**config.mk**
```make
export PLATFORM = sky130hd
export DESIGN_NAME = bus_status_strap
export DESIGN_NICKNAME = d
export VERILOG_FILES = /design/src/rtl/bss_pkg.sv /design/src/rtl/bss_encoder.sv /design/src/rtl/bss_pin_fsm.sv /design/src/rtl/bss_strap_latch.sv /design/src/rtl/bss_show_gate.sv /design/src/rtl/bus_status_strap.sv
export SDC_FILE = /design/constraint.sdc
export NUM_CORES = 1
export LEC_CHECK = 0
export BUFFER_PORTS_ARGS = -buffer_cell sky130_fd_sc_hd__buf_2
export CORE_UTILIZATION = 39
export DETAILED_ROUTE_END_ITERATION = 12
export HOLD_SLACK_MARGIN = 0.02
export PLACE_DENSITY = 0.74
export SYNTH_ARGS = -nofsm -noshare
export SYNTH_HDL_FRONTEND = slang
export SYNTH_SLANG_ARGS = --single-unit
```
**constraint.sdc**
```tcl
create_clock -name clk -period 1.5 [get_ports clk]
set_input_delay 0.15 -clock clk [delete_from_list [all_inputs] [get_ports clk]]
set_output_delay 0.15 -clock clk [all_outputs]
set_load 0.02 [all_outputs]
```
**src/rtl/bss_pkg.sv**
```systemverilog
package bss_pkg;

    localparam int ST_W = 3;

    typedef enum logic [2:0] {
        CY_NONE  = 3'd0,
        CY_FETCH = 3'd1,
        CY_MEMRD = 3'd2,
        CY_MEMWR = 3'd3,
        CY_IORD  = 3'd4,
        CY_IOWR  = 3'd5,
        CY_INTA  = 3'd6,
        CY_HALT  = 3'd7
    } cyc_e;

    localparam logic [2:0] TS_IDLE = 3'd0;
    localparam logic [2:0] TS_T1   = 3'd1;
    localparam logic [2:0] TS_T2   = 3'd2;
    localparam logic [2:0] TS_T3   = 3'd3;
    localparam logic [2:0] TS_T4   = 3'd4;

    typedef enum logic [1:0] {
        PM_STRAP = 2'd0,
        PM_DRIVE = 2'd1,
        PM_ONCE  = 2'd2,
        PM_HOLD  = 2'd3
    } pmode_e;

    localparam logic [ST_W-1:0] STC_PASSIVE = 3'b111;

    typedef struct packed {
        logic       imdis;
        logic       sren;
        logic [1:0] clksel;
    } strap_t;

    localparam strap_t STRAP_DEFAULT = '{imdis: 1'b0, sren: 1'b0, clksel: 2'b11};

endpackage

```
**src/rtl/bss_encoder.sv**
```systemverilog
module bss_encoder
    import bss_pkg::*;
(
    input  logic            clk,
    input  logic            rst_n,
    input  logic [2:0]      cyc_type,
    input  logic [2:0]      tstate,
    input  logic            dma_cyc,
    output logic [ST_W-1:0] code_q,
    output logic            dma_q
);

    cyc_e            cyc;
    logic            addr_data_phase;
    logic            dma_window;
    logic [ST_W-1:0] kind_code;
    logic [ST_W-1:0] code_nxt;

    assign cyc = cyc_e'(cyc_type);

    always_comb begin
        addr_data_phase = (tstate == TS_T1) || (tstate == TS_T2) || (tstate == TS_T3);
        dma_window      = (tstate == TS_T2) || (tstate == TS_T3) || (tstate == TS_T4);
    end

    // Bit 2 separates memory from I/O, bit 1 marks a transmit.
    always_comb begin
        unique case (cyc)
            CY_NONE:  kind_code = STC_PASSIVE;
            CY_FETCH: kind_code = 3'b100;
            CY_MEMRD: kind_code = 3'b101;
            CY_MEMWR: kind_code = 3'b110;
            CY_IORD:  kind_code = 3'b001;
            CY_IOWR:  kind_code = 3'b010;
            CY_INTA:  kind_code = 3'b000;
            CY_HALT:  kind_code = 3'b011;
        endcase
        code_nxt = addr_data_phase ? kind_code : STC_PASSIVE;
    end

    always_ff @(posedge clk) begin
        if (!rst_n) begin
            code_q <= STC_PASSIVE;
            dma_q  <= 1'b0;
        end else begin
            code_q <= code_nxt;
            dma_q  <= dma_cyc && dma_window;
        end
    end

    p_mem_bit_r1: assert property (@(posedge clk) disable iff (!rst_n)
        ((tstate == TS_T2) && ((cyc_type == 3'd1) || (cyc_type == 3'd2) || (cyc_type == 3'd3)))
        |=> code_q[2]);

    p_passive_r2: assert property (@(posedge clk) disable iff (!rst_n)
        ((tstate == TS_IDLE) || (tstate == TS_T4)) |=> (code_q == 3'b111));

    p_dma_on_r4: assert property (@(posedge clk) disable iff (!rst_n)
        (dma_cyc && (tstate == TS_T3)) |=> dma_q);

    p_dma_off_r4: assert property (@(posedge clk) disable iff (!rst_n)
        ((tstate == TS_T1) || (tstate == TS_IDLE) || !dma_cyc) |=> !dma_q);

endmodule

```
**src/rtl/bss_pin_fsm.sv**
```systemverilog
module bss_pin_fsm
    import bss_pkg::*;
(
    input  logic            clk,
    input  logic            rst_n,
    input  logic            hold,
    input  logic            hlda,
    input  logic            once_mode,
    output pmode_e          mode_q,
    output pmode_e          mode_nxt,
    output logic            capture,
    output logic [ST_W-1:0] stat_oe,
    output logic            dma_oe
);

    logic float_req;

    assign float_req = hold || hlda;

    always_comb begin
        unique case (mode_q)
            PM_STRAP: begin
                if (float_req)      mode_nxt = PM_HOLD;
                else if (once_mode) mode_nxt = PM_ONCE;
                else                mode_nxt = PM_DRIVE;
            end
            PM_DRIVE: begin
                if (float_req)      mode_nxt = PM_HOLD;
                else if (once_mode) mode_nxt = PM_ONCE;
                else                mode_nxt = PM_DRIVE;
            end
            PM_ONCE: begin
                if (float_req)       mode_nxt = PM_HOLD;
                else if (!once_mode) mode_nxt = PM_DRIVE;
                else                 mode_nxt = PM_ONCE;
            end
            PM_HOLD: begin
                if (float_req)      mode_nxt = PM_HOLD;
                else if (once_mode) mode_nxt = PM_ONCE;
                else                mode_nxt = PM_DRIVE;
            end
        endcase
    end

    always_ff @(posedge clk) begin
        if (!rst_n) mode_q <= PM_STRAP;
        else        mode_q <= mode_nxt;
    end

    always_comb begin
        capture = (mode_q == PM_STRAP) && rst_n;
        stat_oe = {ST_W{mode_q == PM_DRIVE}};
        dma_oe  = (mode_q == PM_DRIVE) || (mode_q == PM_ONCE);
    end

    p_float_hold_r3: assert property (@(posedge clk) disable iff (!rst_n)
        (hold || hlda) |=> ((stat_oe == '0) && !dma_oe));

    p_float_once_r3: assert property (@(posedge clk) disable iff (!rst_n)
        (once_mode && !hold && !hlda) |=> ((stat_oe == '0) && dma_oe));

    p_strap_leave_r5: assert property (@(posedge clk) disable iff (!rst_n)
        (mode_q == PM_STRAP) |=> (mode_q != PM_STRAP));

endmodule

```
**src/rtl/bss_strap_latch.sv**
```systemverilog
module bss_strap_latch
    import bss_pkg::*;
(
    input  logic   clk,
    input  logic   rst_n,
    input  logic   capture,
    input  logic   pin_s1_in,
    input  logic   pin_s0_in,
    input  logic   pin_dma_in,
    input  logic   pin_cs2_in,
    output strap_t cfg_q
);

    strap_t sampled;

    // Straps are asserted by pulling the pin low against its pull-up.
    always_comb begin
        sampled.imdis  = !pin_s1_in;
        sampled.sren   = !pin_s0_in;
        sampled.clksel = {pin_cs2_in, pin_dma_in};
    end

    always_ff @(posedge clk) begin
        if (!rst_n)       cfg_q <= STRAP_DEFAULT;
        else if (capture) cfg_q <= sampled;
    end

    p_strap_hold_r6: assert property (@(posedge clk) disable iff (!rst_n)
        !capture |=> $stable(cfg_q));

endmodule

```
**src/rtl/bss_show_gate.sv**
```systemverilog
module bss_show_gate
    import bss_pkg::*;
#(
    parameter int LANES = 2
) (
    input  logic             clk,
    input  logic             rst_n,
    input  strap_t           cfg,
    input  pmode_e           mode_nxt,
    input  logic [2:0]       cyc_type,
    input  logic [2:0]       tstate,
    input  logic             imem_rd,
    output logic [LANES-1:0] lane_oe
);

    logic is_read;
    logic data_phase;
    logic want;

    always_comb begin
        is_read    = (cyc_e'(cyc_type) == CY_MEMRD) || (cyc_e'(cyc_type) == CY_FETCH);
        data_phase = (tstate == TS_T2) || (tstate == TS_T3);
        want       = cfg.sren && !cfg.imdis && imem_rd && is_read && data_phase
                     && (mode_nxt == PM_DRIVE);
    end

    // Every lane is driven, whatever the width of the read.
    always_ff @(posedge clk) begin
        if (!rst_n) lane_oe <= '0;
        else        lane_oe <= {LANES{want}};
    end

    p_show_all_lanes_r8: assert property (@(posedge clk) disable iff (!rst_n)
        ($countones(lane_oe) == 0) || ($countones(lane_oe) == LANES));

    p_show_needs_cfg_r8: assert property (@(posedge clk) disable iff (!rst_n)
        (lane_oe != '0) |-> (cfg.sren && !cfg.imdis));

endmodule

```
**src/rtl/bus_status_strap.sv**
```systemverilog
module bus_status_strap
    import bss_pkg::*;
#(
    parameter int LANES = 2
) (
    input  logic             clk,
    input  logic             rst_n,
    input  logic [2:0]       cyc_type,
    input  logic [2:0]       tstate,
    input  logic             dma_cyc,
    input  logic             imem_rd,
    input  logic             hold,
    input  logic             hlda,
    input  logic             once_mode,
    output logic [2:0]       stat_o,
    output logic [2:0]       stat_oe,
    output logic             dma_o,
    output logic             dma_oe,
    input  logic             pin_s1_in,
    input  logic             pin_s0_in,
    input  logic             pin_dma_in,
    input  logic             pin_cs2_in,
    output logic             cfg_imdis,
    output logic             cfg_sren,
    output logic [1:0]       cfg_clksel,
    output logic             cfg_clk_x4,
    output logic [LANES-1:0] show_lane_oe
);

    pmode_e          mode_q;
    pmode_e          mode_nxt;
    logic            capture;
    logic [ST_W-1:0] code_q;
    logic            dma_q;
    strap_t          cfg_q;

    bss_encoder u_enc (
        .clk      (clk),
        .rst_n    (rst_n),
        .cyc_type (cyc_type),
        .tstate   (tstate),
        .dma_cyc  (dma_cyc),
        .code_q   (code_q),
        .dma_q    (dma_q)
    );

    bss_pin_fsm u_fsm (
        .clk       (clk),
        .rst_n     (rst_n),
        .hold      (hold),
        .hlda      (hlda),
        .once_mode (once_mode),
        .mode_q    (mode_q),
        .mode_nxt  (mode_nxt),
        .capture   (capture),
        .stat_oe   (stat_oe),
        .dma_oe    (dma_oe)
    );

    bss_strap_latch u_strap (
        .clk        (clk),
        .rst_n      (rst_n),
        .capture    (capture),
        .pin_s1_in  (pin_s1_in),
        .pin_s0_in  (pin_s0_in),
        .pin_dma_in (pin_dma_in),
        .pin_cs2_in (pin_cs2_in),
        .cfg_q      (cfg_q)
    );

    bss_show_gate #(.LANES(LANES)) u_show (
        .clk      (clk),
        .rst_n    (rst_n),
        .cfg      (cfg_q),
        .mode_nxt (mode_nxt),
        .cyc_type (cyc_type),
        .tstate   (tstate),
        .imem_rd  (imem_rd),
        .lane_oe  (show_lane_oe)
    );

    always_comb begin
        stat_o     = code_q;
        dma_o      = dma_q;
        cfg_imdis  = cfg_q.imdis;
        cfg_sren   = cfg_q.sren;
        cfg_clksel = cfg_q.clksel;
        cfg_clk_x4 = (cfg_q.clksel == 2'b11);
    end

    p_memrd_code_r1: assert property (@(posedge clk) disable iff (!rst_n)
        ((tstate == TS_T1) && (cyc_type == 3'd2)) |=> (stat_o == 3'b101));

    p_x4_default_r7: assert property (@(posedge clk) disable iff (!rst_n)
        (capture && pin_dma_in && pin_cs2_in) |=> cfg_clk_x4);

endmodule

```
======== Yosys cells after proc, flatten, opt, wreduce, memory -nomap -nowiden ========
Memory sizes are Yosys's and may differ from the RTL's. A register that Yosys moved wholly into a read port is not among the register bits.
Cells that the tools add are included.
storage, ports and cells
  bits in registers ....................... 8
  input bits .............................. 17
  memory bits (read-only) ................. 24
  memories ................................ 1
operators by class
  reduce and logical (&&, ||, !) cells .... 21
  equality and inequality tests ........... 11
  mux-type cells .......................... 3
memory list
  memory            words  bits a word  rd ports  clocked after Yosys merged registers in  write ports  RTL line           text
  (name not given)  8      3            1         1                                        0            bss_encoder.sv:28  unique case (cyc)
operators by type and width
  kind                                                              number
  3-bit by 2-bit == test with 1-bit output (second input constant)  3
  1-bit logical AND                                                 7
  1-bit logical OR                                                  7
  2-bit == test (second input constant)                             3
  3-bit by 1-bit == test with 1-bit output (second input constant)  2
  2-bit two-way mux                                                 3
  2-bit by 1-bit == test with 1-bit output (second input constant)  2
  1-bit zero test                                                   4
  4-bit OR reduction                                                1
  3-bit == test (second input constant)                             1
  2-bit zero test                                                   1
  2-bit AND reduction                                               1

======== Depth between registers and ports, before layout ========
Gate-level depths: netlist (run 1).
  word-level depth ........................ 6
  gate-level depth with buffers ........... 5
  mapped depth without buffers ............ 4

======== Hierarchy ========
A second synthesis (run 1) with hierarchy kept.
unflattened totals
  cells, all modules ...................... 51
  area total of the unflattened synthesis .. 521.8 um^2
modules (own cells, without submodules)
  module            times used  cells an instance  area each (um^2)  sequential area each (um^2)
  bss_encoder       1           16                 167.7             80.1
  bss_strap_latch   1           13                 146.4             80.1
  bss_pin_fsm       1           14                 128.9             40.0
  bss_show_gate     1           7                  72.6              20.0
  bus_status_strap  1           1                  6.3               0.0

======== Least setup slack after synthesis (run 1) ========
No wires, ideal clock.
  path kind ............................... reg-to-reg
  start point ............................. register, netlist name u_strap.cfg_q[3]
  end point ............................... register, netlist name u_show.lane_oe[0]
  path buffers ............................ 0
  required time ........................... 1412 ps
  period minus slack after synthesis ...... 1237 ps
  cell stages (with the launch flop) ...... 3
  setup slack ............................. 263 ps
  setup time .............................. 88 ps
  arrival time ............................ 1149 ps
  cell sequence ........................... dfxtp_1 > or4b_1 > nor4_2
between the ends
  word-level cells in the longest chain between the ends .. 6
RTL lines
  item                            RTL line             text
  1-bit zero test                 bss_show_gate.sv:23  want = cfg.sren && !cfg.imdis && imem_rd && is_read && data_phase
  1-bit logical AND (4 in a row)  bss_show_gate.sv:23
  1-bit logical AND               bss_show_gate.sv:24  && (mode_nxt == PM_DRIVE);
Every way passes these cells.
A chain may end at the register's enable or synchronous reset.

======== Final worst setup path (run 1) ========
  start point ............................. register u_fsm.mode_q[0]
  end point ............................... output dma_oe
between the ends
  word-level cells in the longest chain between the ends .. 2
  elaborated cells between the ends (all ways) .. 3
  those cells by class .................... eq/ne (2); reduce/logical (1)
RTL lines
  item                                                                       RTL line                text
  from (decl)                                                                bss_pin_fsm.sv:9        output pmode_e mode_q,
  from (signal assigned)                                                     bss_pin_fsm.sv:47       else mode_q <= mode_nxt;
  2-bit by 1-bit == test with 1-bit output or 2-bit == test (tied branches)  bss_pin_fsm.sv:53       dma_oe = (mode_q == PM_DRIVE) || (mode_q == PM_ONCE);
  1-bit logical OR (*)                                                       bss_pin_fsm.sv:53
  to (decl)                                                                  bus_status_strap.sv:18  output logic dma_oe,
Mark *: on every way between the ends. The rest lies on a longest branch, timed or not.

==> results of run 1 <==
where the power goes:
part	internal (mW)	switching (mW)	leakage, nW
Combinational	0.0569	0.0768	0.253
Sequential	0.308	0.00658	0.0908
Clock	0.103	0.0875	0.0150
Total	0.467	0.171	0.359
final cells by class:
class	count	share of cell area
Multi-Input combinational cell	34	0.367
Timing Repair Buffer	31	0.226
Sequential cell	11	0.321
Inverter	4	0.0219
Clock buffer	4	0.0383
Tap cell	14	0.0255
cell usage in the layout (no fill, tap or decap), types with 2 or more instances in the layout:
| master | n |
|---|---|
| buf_2 | 31 |
| inv_1 | 4 |
| nand3_1 | 2 |
| nand2_1 | 6 |
| nor2_1 | 2 |
| ha_1 | 5 |
| dfxtp_1 | 11 |
| o211a_1 | 2 |
| mux2i_1 | 2 |
| clkbuf_4 | 3 |
| and2_1 | 3 |
flip-flops by register name (all words and copies together) (netlist names):
signal and count:
u_strap.cfg_q 4, u_enc.code_q 3, u_fsm.mode_q 2, u_enc.dma_q 1, u_show.lane_oe 1
critical path, stage by stage (launching register included):
cell     delay (ns)
dfxtp_1        0.33
inv_1          0.05
ha_1           0.28
buf_2          0.16
per-layer routing:
layer | global-route usage | share of wire | vias to the layer above
met5 | 0 | 0 | -
met4 | 0.107 | 0 | 0
met2 | 0.297 | 0.56 | 13
li1 | - | - | 238
met1 | 0.170 | 0.41 | 200
met3 | 0.0174 | 0.031 | 0
per-stage QoR:
step / util / hold slack [ns] / cell area (µm²) / cells / setup slack [ns]
final: 0.585 / 0.0980 / 686 / 98 / 0.280
after global routing: 0.585 / 0.0885 / 686 / 98 / 0.219
after CTS: 0.585 / 0.0948 / 686 / 98 / 0.266
after detailed placement: 0.563 / 0.369 / 659 / 94 / 0.328
after global placement: 0.563 / 0.358 / 659 / 94 / 0.339
after floorplan: - / 0.212 / 513 / 53 / 0.263
worst min-delay path by stage:
stage	startpoint	endpoint	slack (ns)	cells after the start
2_1_floorplan	rst_n	u_strap.cfg_q[0]	0.21	1
3_5_place_dp	once_mode	u_fsm.mode_q[0]	0.37	2
3_3_place_gp	once_mode	u_fsm.mode_q[0]	0.36	2
5_1_grt	once_mode	u_fsm.mode_q[0]	0.09	2
6_report	once_mode	u_fsm.mode_q[0]	0.1	2
4_1_cts	once_mode	u_fsm.mode_q[0]	0.09	2
cells by family (layout without fill, tap and decap cells):
family                     count (synthesis)  after routing  share of synthesized area
and+or+nand+nor                           21             21                      0.234
DFF                                       11             11                      0.429
AOI/OAI and AO/OA                          6              6                     0.0951
adders and majority gates                  5              5                      0.122
buffers and inverters                      8             39                     0.0805
muxes                                      2              2                     0.0390
==> flow_summary.ini, run 1 <==
[power_and_ir_drop]
ir_worst_vdd_mv = 0.455
powerDensity_nw_per_um2 = 931
p_leak_nw = 0.359
report.power.total_mw = 0.638

[clock_tree]
clk_pin_slew_ns = 0.06
ctsResizeCount = 0
cts_buffers = 3
cts_buffer_depth = 2
clkSinkCount = 11
root_buffer = clkbuf_4
ctsHoldBuffers = 0
htree_levels = 1
cts_tree = done
cts_setup_buffers = 0
clock_latency_ns = 0.26

[routing]
wl_um = 960
antenna_left = 0
drc_errors = 0
first_pass_iters = 5
wl_per_cell_um = 9.80
num_vias = 451
drt_iter0_drc = 5
vias_per_cell = 4.60

[yosys]
async_flop_share = 0
yosysMostFrequentCell = dfxtp_1
synth_top_area_cell = dfxtp_1
synth_edf_count = 0
yosysTopAreaCellShare = 0.429
yosys_warnings = 0
synthesis.nets = 75
synthTopCellsByArea = dfxtp_1, ha_1, buf_4
synth_seq_cells = 11
yosysUniqueCellTypes = 23
syn_area_um2 = 513
syn_area_per_cell_um2 = 9.68
ys_seq_area_frac = 0.429
synth_cells = 53
ys.flop_type = dfxtp_1
synth_common_cells = dfxtp_1, nand2_1, ha_1

[sta]
finalCritPeriodShare = 0.813
rsz0062_at_grt = false
hold_viol = 0
worst_pin_slew_ns = 0.278
fin_crit_ns = 1.22
slew_viol_final = 0
finClkSkew_ns = 0.00377
relSlewSlack = 0.815
fmax_mhz = 820
final-setup-viol-count = 0
finalSetupTns_ns = 0

[die]
placementRows = 12
die_w_um = 38.3
die_area_um2 = 1460
io_pins = 32
fp.coreArea_um2 = 1170
initial_core_util = 0.438
die_h_um = 38.3

[global_routing]
grt_pass1_wl_mm = 1.60
grt_pass1_vias = 415
grt-ovfl-total = 0
grt.total_usage = 0.162
grt_start_max_net_pins = 10
antenna_found_initial = 0

[critical_path]
r2r_setup_slack_ns = 0.32
required_ns = 1.35
crit_end = dma_oe
startpoint = u_fsm.mode_q[0]
rr_worst_depth = 2
cp-end-kind = primary output
cp_max_fo = 2
reg2reg_to = u_show.lane_oe[0]
cp.arrival_ns = 1.07
path_class = flop to primary output
r2r-start = u_strap.cfg_q[3]
startpoint_type = flop

[status]
status = completed

[layout]
nNetsFinal = 107
multi_input_comb_area_um2 = 251
drive_gt1_frac = 0.440
area_growth_pct = 33.7
diodes = 0
final-seq-area_um2 = 220
fillers = 115

[placement]
routabilityCongestion = 0.728
hpwlAfterDp_um = 811
io_buffers = 31

[hold_path]
min_path_type = input pin to flop

[job]
cap_violations = 0
Note: power is estimated with default switching activity, not from simulation.
==> run 2: changes to the inputs <==
==> constraint.sdc (replaced) <==
create_clock -name clk -period 1.15 [get_ports clk]
set_input_delay 0.115 -clock clk [delete_from_list [all_inputs] [get_ports clk]]
set_output_delay 0.115 -clock clk [all_outputs]
set_load 0.02 [all_outputs]
==> run 2 against run 1 <==
Net effect: first-iteration DRC count is 60% lower; highest routed layer is now met4; critical endpoint unchanged; die area did not move; design area up 4.6%; clock skew is 0.0022 ns lower; sequential power increased by 31%; via count increased by 0.44%; critical path type unchanged; register-to-register slack lost 0.17 ns; wire length grew 6.7%; global-route usage is 0.94 points higher; non-clock buffer count unchanged; critical path depth unchanged; clock power is 33% higher.
==> flow_summary.ini, run 2 (same netlist as run 1, synthesis figures left out) <==
[power_and_ir_drop]
p_leak_nw = 0.359
internal-power_mw = 0.627
net-switching-power_mw = 0.232
report.power.total_mw = 0.859
pwr-share-seq = 0.480
p_comb_frac = 0.226
p_clk_frac = 0.294
p_sw_frac = 0.271
ir_worst_vdd_mv = 0.623
powerDensity_nw_per_um2 = 1200

[clock_tree]
htree_levels = 1
cts_buffers = 3
ctsHoldBuffers = 0
clkSinkCount = 11
clk_pin_slew_ns = 0.07
root_buffer = clkbuf_4
cts_setup_buffers = 0
clock_latency_ns = 0.26
cts_buffer_depth = 2
cts_tree = done

[die]
placementRows = 12
fp.coreArea_um2 = 1170
die_h_um = 38.3
die_area_um2 = 1460
initial_core_util = 0.438
io_pins = 32
die_w_um = 38.3

[global_routing]
grt_start_max_net_pins = 10
antenna_found_initial = 0
grt_pass1_vias = 429
grt_pass1_wl_mm = 1.69
grt-ovfl-total = 0
grt.total_usage = 0.171

[placement]
hpwlAfterDp_um = 803
post_dp_cell_area_um2 = 661
place_ws_ns = 0.0960
routabilityCongestion = 0.751
io_buffers = 31
place_inst = 94

[sta]
fmax_mhz = 895
fin_hold_ws_ns = 0.0500
slew_viol_final = 0
rsz0062_at_grt = true
final-setup-viol-count = 0
finClkSkew_ns = 0.00161
relSlewSlack = 0.865
worst_pin_slew_ns = 0.202
hold_viol = 0
finalWorstSetupSlack_ns = 0.0332
finalCritPeriodShare = 0.971
fin_crit_ns = 1.12

[critical_path]
cp-end-kind = primary output
crit_slowest_cell = dfxtp_2
cp.arrival_ns = 1.00
cp_max_fo = 2
cp_slowest_stage_delay_ns = 0.34
r2r-start = u_strap.cfg_q[3]
cp_cell_sequence = inv_2 > ha_4 > buf_6
crit_buf_inv = 2
r2r_setup_slack_ns = 0.15
path_class = flop to primary output
startpoint_type = flop
reg2reg_to = u_show.lane_oe[0]
rr_worst_depth = 2
required_ns = 1.03
crit_family = flip-flops

[layout]
diodes = 0
largest_register_ffs = 4
regMostFlops = u_strap.cfg_q
largest_registers = u_strap.cfg_q: 4 flops, u_enc.code_q: 3 flops, u_fsm.mode_q: 2 flops
final_area_um2 = 717
final_common_cell = buf_2
nNetsFinal = 107
final_cell_mix = buf_2, dfxtp_1, nand2_1
area_growth_pct = 39.8
fillers = 105
final_cells = 98
drive_gt1_frac = 0.512

[routing]
num_vias = 453
wl_per_cell_um = 10.4
drc_errors = 0
antenna_left = 0
drt_iter0_drc = 2
vias_per_cell = 4.62
wl_mm = 1.02
first_pass_iters = 4

[status]
status = completed

[job]
cap_violations = 0

[hold_path]
min_path_cells = 2
hp-start = once_mode
whs_endpoint = u_fsm.mode_q[0]
min_path_type = input pin to flop
==> run 2: how the worst max path moves through the flow <==
stage                           startpoint                 to  slack, ns  depth (start not counted)
after floorplan            u_fsm.mode_q[0]   u_strap.cfg_q[0]       0.11                          5
after global placement    u_strap.cfg_q[3]  u_show.lane_oe[0]       0.14                          2
after detailed placement   u_fsm.mode_q[0]   u_strap.cfg_q[1]        0.1                          4
after CTS                  u_fsm.mode_q[0]             dma_oe       0.01                          3
after global routing       u_fsm.mode_q[0]             dma_oe     -0.001                          3
final                      u_fsm.mode_q[0]             dma_oe       0.03                          3
==> run 2: cell type report <==
cell class,instances,area [µm²],area share
Clock buffer,4,26.3,0.0366
Inverter,4,15.0,0.0209
Multi-Input combinational cell,34,267,0.372
Sequential cell,11,223,0.311
Tap cell,14,17.5,0.0244
Timing Repair Buffer,31,169,0.236
==> run 2: through the flow <==
step	util	setup TNS [ns]
2_1_floorplan	-	0
3_3_place_gp	0.564	0
3_5_place_dp	0.564	0
4_1_cts	0.604	0
5_1_grt	0.612	-0.00138
6_report	0.612	0
==> run 2: worst reg2reg max path, stage by stage (launching register included) <==
cell     delay [ns]
dfxtp_2        0.32
or4b_1         0.48
nor4_2         0.13
==> run 2: per-layer routing <==
| layer | track usage | up-vias | routed length, µm |
|---|---|---|---|
| li1 | - | 239 | - |
| met1 | 0.190 | 193 | 465 |
| met2 | 0.280 | 19 | 478 |
| met3 | 0.0581 | 2 | 67 |
| met4 | 0.0982 | 0 | 12 |
| met5 | 0 | - | 0 |
==> run 2: power by group through the flow <==
stage	Combinational [mW]	Sequential (mW)	Clock, mW
6_report	0.194	0.412	0.253
5_1_grt	0.213	0.414	0.286
4_1_cts	0.189	0.412	0.260
3_5_place_dp	0.174	0.420	0
3_3_place_gp	0.168	0.420	0
2_1_floorplan	0.0877	0.440	0
==> run 2: repair_timing <==
item                       CTS  global route
gates resized for setup      5             5
setup endpoints to repair    1             4
pin swaps                    1             0
gates cloned                 0             0
